==> src/rtl/rdsz_pkg.sv <==
package rdsz_pkg;
    localparam logic [3:0] CMD_MEM_RD  = 4'h6;
    localparam logic [3:0] CMD_RD_LINE = 4'hE;
    localparam logic [3:0] CMD_RD_MULT = 4'hC;

    typedef enum logic [1:0] {
        ST_IDLE = 2'd0,
        ST_CLR  = 2'd1,
        ST_REQ  = 2'd2,
        ST_XFER = 2'd3
    } rd_state_e;
endpackage

==> src/rtl/rdsz_sizer.sv <==
module rdsz_sizer #(
    parameter int LINE_W = 8,
    parameter int SEG_DW = 16,
    parameter int OFS_W  = $clog2(SEG_DW),
    parameter int CNT_W  = $clog2(SEG_DW) + 1
) (
    input  logic [3:0]        cmd_code,
    input  logic [LINE_W-1:0] line_dw,
    input  logic [OFS_W-1:0]  seg_ofs,
    output logic [CNT_W-1:0]  size_dw
);
    import rdsz_pkg::*;

    localparam int RAW_W = LINE_W + 1;

    logic [RAW_W-1:0] raw_dw;
    logic [CNT_W-1:0] capped_dw;
    logic [CNT_W-1:0] room_dw;

    // length requested by the command type
    always_comb begin
        raw_dw = RAW_W'(1);
        unique case (cmd_code)
            CMD_RD_LINE: if (line_dw != '0) raw_dw = {1'b0, line_dw};
            CMD_RD_MULT: if (line_dw != '0) raw_dw = {line_dw, 1'b0};
            default:     raw_dw = RAW_W'(1);
        endcase
    end

    // segment cap, then trim to the end of the current segment
    always_comb begin
        capped_dw = (raw_dw > RAW_W'(SEG_DW)) ? CNT_W'(SEG_DW) : raw_dw[CNT_W-1:0];
        room_dw   = CNT_W'(SEG_DW) - CNT_W'(seg_ofs);
        size_dw   = (capped_dw > room_dw) ? room_dw : capped_dw;
    end
endmodule

==> src/rtl/rdsz_ctrl.sv <==
module rdsz_ctrl #(
    parameter int ADDR_W = 32,
    parameter int SEG_DW = 16,
    parameter int OFS_W  = $clog2(SEG_DW),
    parameter int CNT_W  = $clog2(SEG_DW) + 1
) (
    input  logic              clk,
    input  logic              rst_n,
    input  logic              cmd_valid,
    output logic              cmd_ready,
    input  logic [ADDR_W-1:0] start_addr,
    input  logic [CNT_W-1:0]  size_in,
    output logic              fifo_clear,
    output logic              mem_req,
    input  logic              mem_ack,
    output logic [ADDR_W-1:0] mem_addr,
    output logic [CNT_W+1:0]  mem_bytes,
    input  logic              beat,
    output logic              last_beat,
    output logic              seg_disc
);
    import rdsz_pkg::*;

    typedef struct packed {
        rd_state_e         st;
        logic [ADDR_W-3:0] dwa;
        logic [CNT_W-1:0]  size;
        logic [CNT_W-1:0]  rem;
        logic              bnd;
    } ctrl_t;

    ctrl_t r_d, r_q;
    logic [OFS_W-1:0] in_ofs;

    assign in_ofs = start_addr[OFS_W+1:2];

    always_comb begin
        r_d = r_q;
        unique case (r_q.st)
            ST_IDLE: if (cmd_valid) begin
                r_d.st   = ST_CLR;
                r_d.dwa  = start_addr[ADDR_W-1:2];
                r_d.size = size_in;
                r_d.rem  = size_in;
                r_d.bnd  = (CNT_W'(in_ofs) + size_in) == CNT_W'(SEG_DW);
            end
            ST_CLR:  r_d.st = ST_REQ;
            ST_REQ:  if (mem_ack) r_d.st = ST_XFER;
            ST_XFER: if (beat) begin
                r_d.rem = r_q.rem - 1'b1;
                if (r_q.rem == CNT_W'(1)) r_d.st = ST_IDLE;
            end
            default: r_d.st = ST_IDLE;
        endcase
    end

    always_ff @(posedge clk or negedge rst_n) begin
        if (!rst_n) r_q <= '{st: ST_IDLE, dwa: '0, size: '0, rem: '0, bnd: 1'b0};
        else        r_q <= r_d;
    end

    assign cmd_ready  = (r_q.st == ST_IDLE);
    assign fifo_clear = (r_q.st == ST_CLR);
    assign mem_req    = (r_q.st == ST_REQ);
    assign mem_addr   = {r_q.dwa, 2'b00};
    assign mem_bytes  = {r_q.size, 2'b00};
    assign last_beat  = (r_q.st == ST_XFER) && (r_q.rem == CNT_W'(1));
    assign seg_disc   = last_beat && r_q.bnd;

    assert_req_hold_R8: assert property (@(posedge clk) disable iff (!rst_n)
        mem_req && !mem_ack |=> mem_req && $stable(mem_addr) && $stable(mem_bytes));

    assert_clear_first_R7: assert property (@(posedge clk) disable iff (!rst_n)
        $rose(mem_req) |-> $past(fifo_clear));

    assert_clear_pulse_R7: assert property (@(posedge clk) disable iff (!rst_n)
        fifo_clear |=> !fifo_clear && mem_req);

    assert_cap_R5: assert property (@(posedge clk) disable iff (!rst_n)
        mem_req |-> (mem_bytes != '0) && (mem_bytes <= (CNT_W+2)'(SEG_DW*4)));

    assert_in_segment_R6: assert property (@(posedge clk) disable iff (!rst_n)
        mem_req |-> ({1'b0, mem_addr[OFS_W+1:0]} + {1'b0, mem_bytes}) <= (CNT_W+3)'(SEG_DW*4));

    assert_disc_last_R10: assert property (@(posedge clk) disable iff (!rst_n)
        seg_disc |-> last_beat);

    assert_busy_R9: assert property (@(posedge clk) disable iff (!rst_n)
        cmd_ready |-> !mem_req && !fifo_clear && !last_beat);

    assert_finish_R9: assert property (@(posedge clk) disable iff (!rst_n)
        last_beat && beat |=> cmd_ready);
endmodule

==> src/rtl/rd_size_calc.sv <==
module rd_size_calc #(
    parameter int ADDR_W    = 32,
    parameter int LINE_W    = 8,
    parameter int SEG_BYTES = 64,
    localparam int SEG_DW   = SEG_BYTES / 4,
    localparam int OFS_W    = $clog2(SEG_DW),
    localparam int CNT_W    = $clog2(SEG_DW) + 1,
    localparam int BYTE_W   = $clog2(SEG_BYTES) + 1
) (
    input  logic              clk,
    input  logic              rst_n,
    input  logic              cmd_valid,
    output logic              cmd_ready,
    input  logic [3:0]        cmd_code,
    input  logic [ADDR_W-1:0] start_addr,
    input  logic [LINE_W-1:0] line_dw,
    output logic              fifo_clear,
    output logic              mem_req,
    input  logic              mem_ack,
    output logic [ADDR_W-1:0] mem_addr,
    output logic [BYTE_W-1:0] mem_bytes,
    input  logic              beat,
    output logic              last_beat,
    output logic              seg_disc
);
    logic [CNT_W-1:0] size_dw;

    rdsz_sizer #(
        .LINE_W(LINE_W), .SEG_DW(SEG_DW), .OFS_W(OFS_W), .CNT_W(CNT_W)
    ) u_sizer (
        .cmd_code (cmd_code),
        .line_dw  (line_dw),
        .seg_ofs  (start_addr[OFS_W+1:2]),
        .size_dw  (size_dw)
    );

    rdsz_ctrl #(
        .ADDR_W(ADDR_W), .SEG_DW(SEG_DW), .OFS_W(OFS_W), .CNT_W(CNT_W)
    ) u_ctrl (
        .clk        (clk),
        .rst_n      (rst_n),
        .cmd_valid  (cmd_valid),
        .cmd_ready  (cmd_ready),
        .start_addr (start_addr),
        .size_in    (size_dw),
        .fifo_clear (fifo_clear),
        .mem_req    (mem_req),
        .mem_ack    (mem_ack),
        .mem_addr   (mem_addr),
        .mem_bytes  (mem_bytes),
        .beat       (beat),
        .last_beat  (last_beat),
        .seg_disc   (seg_disc)
    );
endmodule

==> config.mk <==
export PLATFORM = sky130hd
export DESIGN_NAME = rd_size_calc
export DESIGN_NICKNAME = d
export VERILOG_FILES = /design/src/rtl/rdsz_pkg.sv /design/src/rtl/rdsz_sizer.sv /design/src/rtl/rdsz_ctrl.sv /design/src/rtl/rd_size_calc.sv
export SDC_FILE = /design/constraint.sdc
export NUM_CORES = 1
export LEC_CHECK = 0
export CAP_MARGIN = 20
export CORE_UTILIZATION = 46
export CTS_CLUSTER_SIZE = 20
export DETAILED_ROUTE_END_ITERATION = 8
export PLACE_DENSITY = 0.9
export SYNTH_ARGS = -nofsm -noshare
export SYNTH_HDL_FRONTEND = slang
export SYNTH_HIERARCHICAL = 1
export SYNTH_SLANG_ARGS = --single-unit
export TNS_END_PERCENT = 50
==> constraint.sdc <==
create_clock -name clk -period 2.2 [get_ports clk]
set_clock_uncertainty 0.15 [all_clocks]
set_input_delay 0.55 -clock clk [delete_from_list [all_inputs] [get_ports clk]]
set_output_delay 0.55 -clock clk [all_outputs]
set_load 0.03 [all_outputs]
==> flow_metrics.tcl <==
set metrics [dict create \
    syn_area_per_cell_um2 11.51 \
    swShare 0.4060 \
    area_growth_pct 52.20 \
    ys_async_sr_fraction 1.000 \
    ir_drop_v 0.0007661 \
    finalPower_mw 5.052 \
    slew_violations 0 \
    yosys_warnings 6 \
    internal_power_mw 3.000 \
    rows 27 \
    synth-seq-cells 43 \
    rsz0062_at_grt "yes" \
    p_per_area_nw_per_um2 1228 \
    numPortBuffers 86 \
    wl_um 6859 \
    post_drt_wl_per_cell_um 16.89 \
    dpl.hpwl_um 4382 \
    final_common_cell "clkdlybuf4s50_1" \
    hold_viol 0 \
    num_vias 2127 \
    place_ws_ns -1.950 \
    yosys_most_used_dff "dfrtp_1" \
    die_w_um 78.67 \
    start_util 0.4851 \
    fillers 364 \
    synth.distinct_cells 49 \
    drive_above_1_share 0.4521 \
    die_area_um2 6188 \
    synth-simple-area-share 0.07450 \
    switching_power_mw 2.051 \
    end_kind "flip-flop" \
    worstSetupPathType "input pin to flip-flop" \
    grt_pass1_vias 2180 \
    placed_area_um2 3606 \
    p_leak_nw 1.835 \
    crit_required_ns 2.29 \
    arrival_ns 3.61 \
    run_status "complete, but fails checks" \
    crit_chain "buf_6 > nor3_4 > nand3_4 > or3_4 > inv_2 > ha_4 > nand4_1 > mux2i_2 > a21oi_4 > mux2i_1 > ha_2 > fa_2 > nor4_4 > a32o_1" \
    slowest_stage "fa_2" \
    holdCritPathClass "flip-flop to flip-flop" \
    synth_xor_area_frac 0.01620 \
    synth_top_family_by_area "multiplexers" \
    syn_area_um2 2704 \
    worst_setup_path_start_kind "input pin" \
    seqPwrFrac 0.279 \
    path_max_fanout 3 \
    die_h_um 78.67 \
    slowest_delay_ns 0.45 \
    clk_pin_slew_worst_paths_ns 0.08 \
    clock.fmax_mhz 283.6 \
    nets 400 \
    design_area_um2 4115 \
    clockBufferDepth 2 \
    synth-edff-count 0 \
    viasPerCell 5.239 \
    track_usage 0.2224 \
    synthesis.instances 235 \
    p_clk_frac 0.144 \
    gp_congestion 0.8348 \
    synth_compound_area_frac 0.09024 \
    cts_buffers 5 \
    layout_min_cycle_time_ns 3.526 \
    crit_buf_inv 2 \
    cts_root_buf "clkbuf_8" \
    final_util 0.7383 \
    relSlewSlack 0.6282 \
    core_um2 5574 \
    yosysSeqAreaShare 0.3980 \
    cts.sinks 43 \
    violations "negative setup slack" \
    drt_iter0_markers 52 \
    ant_nets 0 \
    setup_viol 13 \
    drt-pass1-iter-count 4 \
    grt_first_pass_wirelength_um 10400 \
    layout_common_cells "clkdlybuf4s50_1 (66), dfrtp_1 (43), buf_4 (41)" \
    grt-ovfl-total 0 \
    setup_ws_ns -1.326 \
    whs_ns 0.3578 \
    worstMarginPinSlew_ns 0.5561 \
    min_period_over_period 1.603 \
    cts_tree "done" \
    pwr-share-comb 0.576 \
    insertion_delay_ns 0.30 \
    antenna_found_initial 0 \
    cpLargestDelayFamily "simple AND/OR/NAND/NOR gates" \
    synth_adder_area_share 0.08607 \
    num_io_pins 93 \
    n_antenna_cell 0 \
    synth.area.mux_share 0.1832 \
    grt_max_degree 27 \
    drc 0 \
    max_cap_violations 0 \
    cts_max_level 2 \
]
worst register-to-register path: cells and delay by family (launching register included):
kind            cells  cell delay (ns)
compound gates      3             0.94
fa+ha+maj           1             0.29
flops               1             0.39
buf+inv             1             0.10
per-stage QoR:
stage	cells	setup TNS (ns)
6_report	406	-9.446
3_5_place_dp	385	-15.36
5_1_grt	406	-10.63
4_1_cts	403	-7.633
3_3_place_gp	385	-14.33
2_1_floorplan	238	-7.180
logic make-up (layout without fill, tap and decap cells):
kind of cell | Yosys count | count (layout)
xor gates and xnor gates | 5 | 5
adders and majority gates | 18 | 18
muxes | 45 | 45
DFF | 43 | 43
and+or+nand+nor | 33 | 33
AOI/OAI and AO/OA | 31 | 31
other | 1 | 4
buffers and inverters | 59 | 155
final timing paths:
check / from / to / slack, ns / cells past startpoint
max reg2reg: u_ctrl/r_q[42] / u_ctrl/r_q[5] / 0.21 / 5
max: line_dw[6] / u_ctrl/r_q[0] / -1.33 / 14
min in group asynchronous: rst_n / u_ctrl/mem_addr[25] / 0.49 / 2
min: u_ctrl/mem_addr[21] / u_ctrl/mem_addr[21] / 0.36 / 1
max in group asynchronous: rst_n / u_ctrl/r_q[1] / 0.93 / 3
min reg2reg: u_ctrl/mem_addr[21] / u_ctrl/mem_addr[21] / 0.36 / 1
cell usage after synthesis (all sizes together) (2+ instances only):
library cell	n	area share
nor4	2	0.0046
a21o	2	0.0056
o21ba	2	0.0074
o211ai	2	0.0074
a21oi	9	0.018
nor3	5	0.0093
xor2	4	0.013
o22a	2	0.0069
mux2	36	0.15
dfrtp	43	0.40
o31ai	2	0.0056
ha	17	0.079
nand2b	6	0.017
nor2	3	0.0042
nand2	6	0.0093
inv	13	0.018
o21ai	2	0.0051
or3	2	0.0046
buf	45	0.13
mux2i	9	0.033
a31oi	2	0.0046
nand4	2	0.0046
state kept, by name, indices dropped and copies added (netlist names):
| register | count |
|---|---|
| u_ctrl/r_q | 8 |
| u_ctrl/mem_addr | 30 |
| u_ctrl/mem_bytes | 5 |
power by group through the flow:
stage	Combinational, mW	Sequential [mW]	Clock [mW]
detailed placement	2.76	1.41	0
global placement	2.68	1.39	0
floorplan	2.22	1.36	0
finish	2.91	1.41	0.728
CTS	2.85	1.41	0.747
global route	3.06	1.46	0.785
what timing repair did:
| action | in CTS | in global routing |
|---|---|---|
| hold buffers | 1 | 0 |
| endpoints found under the hold margin | 9 | 0 |
| setup endpoints to repair | 15 | 13 |
| pin swaps | 25 | 11 |
| buffers inserted | 11 | 3 |
| gates resized for setup | 86 | 15 |
final cells by class:
type                       count  area, µm²  area share
sequential                    43       1076      0.2615
clock buffer                   6      72.57     0.01763
inverter                      13      48.80     0.01186
tap                           72      90.09     0.02189
clock inverter                 2      60.06     0.01459
timing repair buffer         134       1250      0.3037
multi-input combinational    136       1518      0.3688
routing by layer:
| layer | GRT usage | wire length, µm | vias to the layer above | share of wire |
|---|---|---|---|---|
| li1 | - | - | 976 | - |
| met1 | 0.2487 | 2674 | 1026 | 0.39 |
| met2 | 0.4017 | 3509 | 102 | 0.51 |
| met3 | 0.04767 | 443 | 23 | 0.065 |
| met4 | 0.09815 | 232 | 0 | 0.034 |
| met5 | 0 | 0 | - | 0 |
Power figures use the tool's default switching activity.
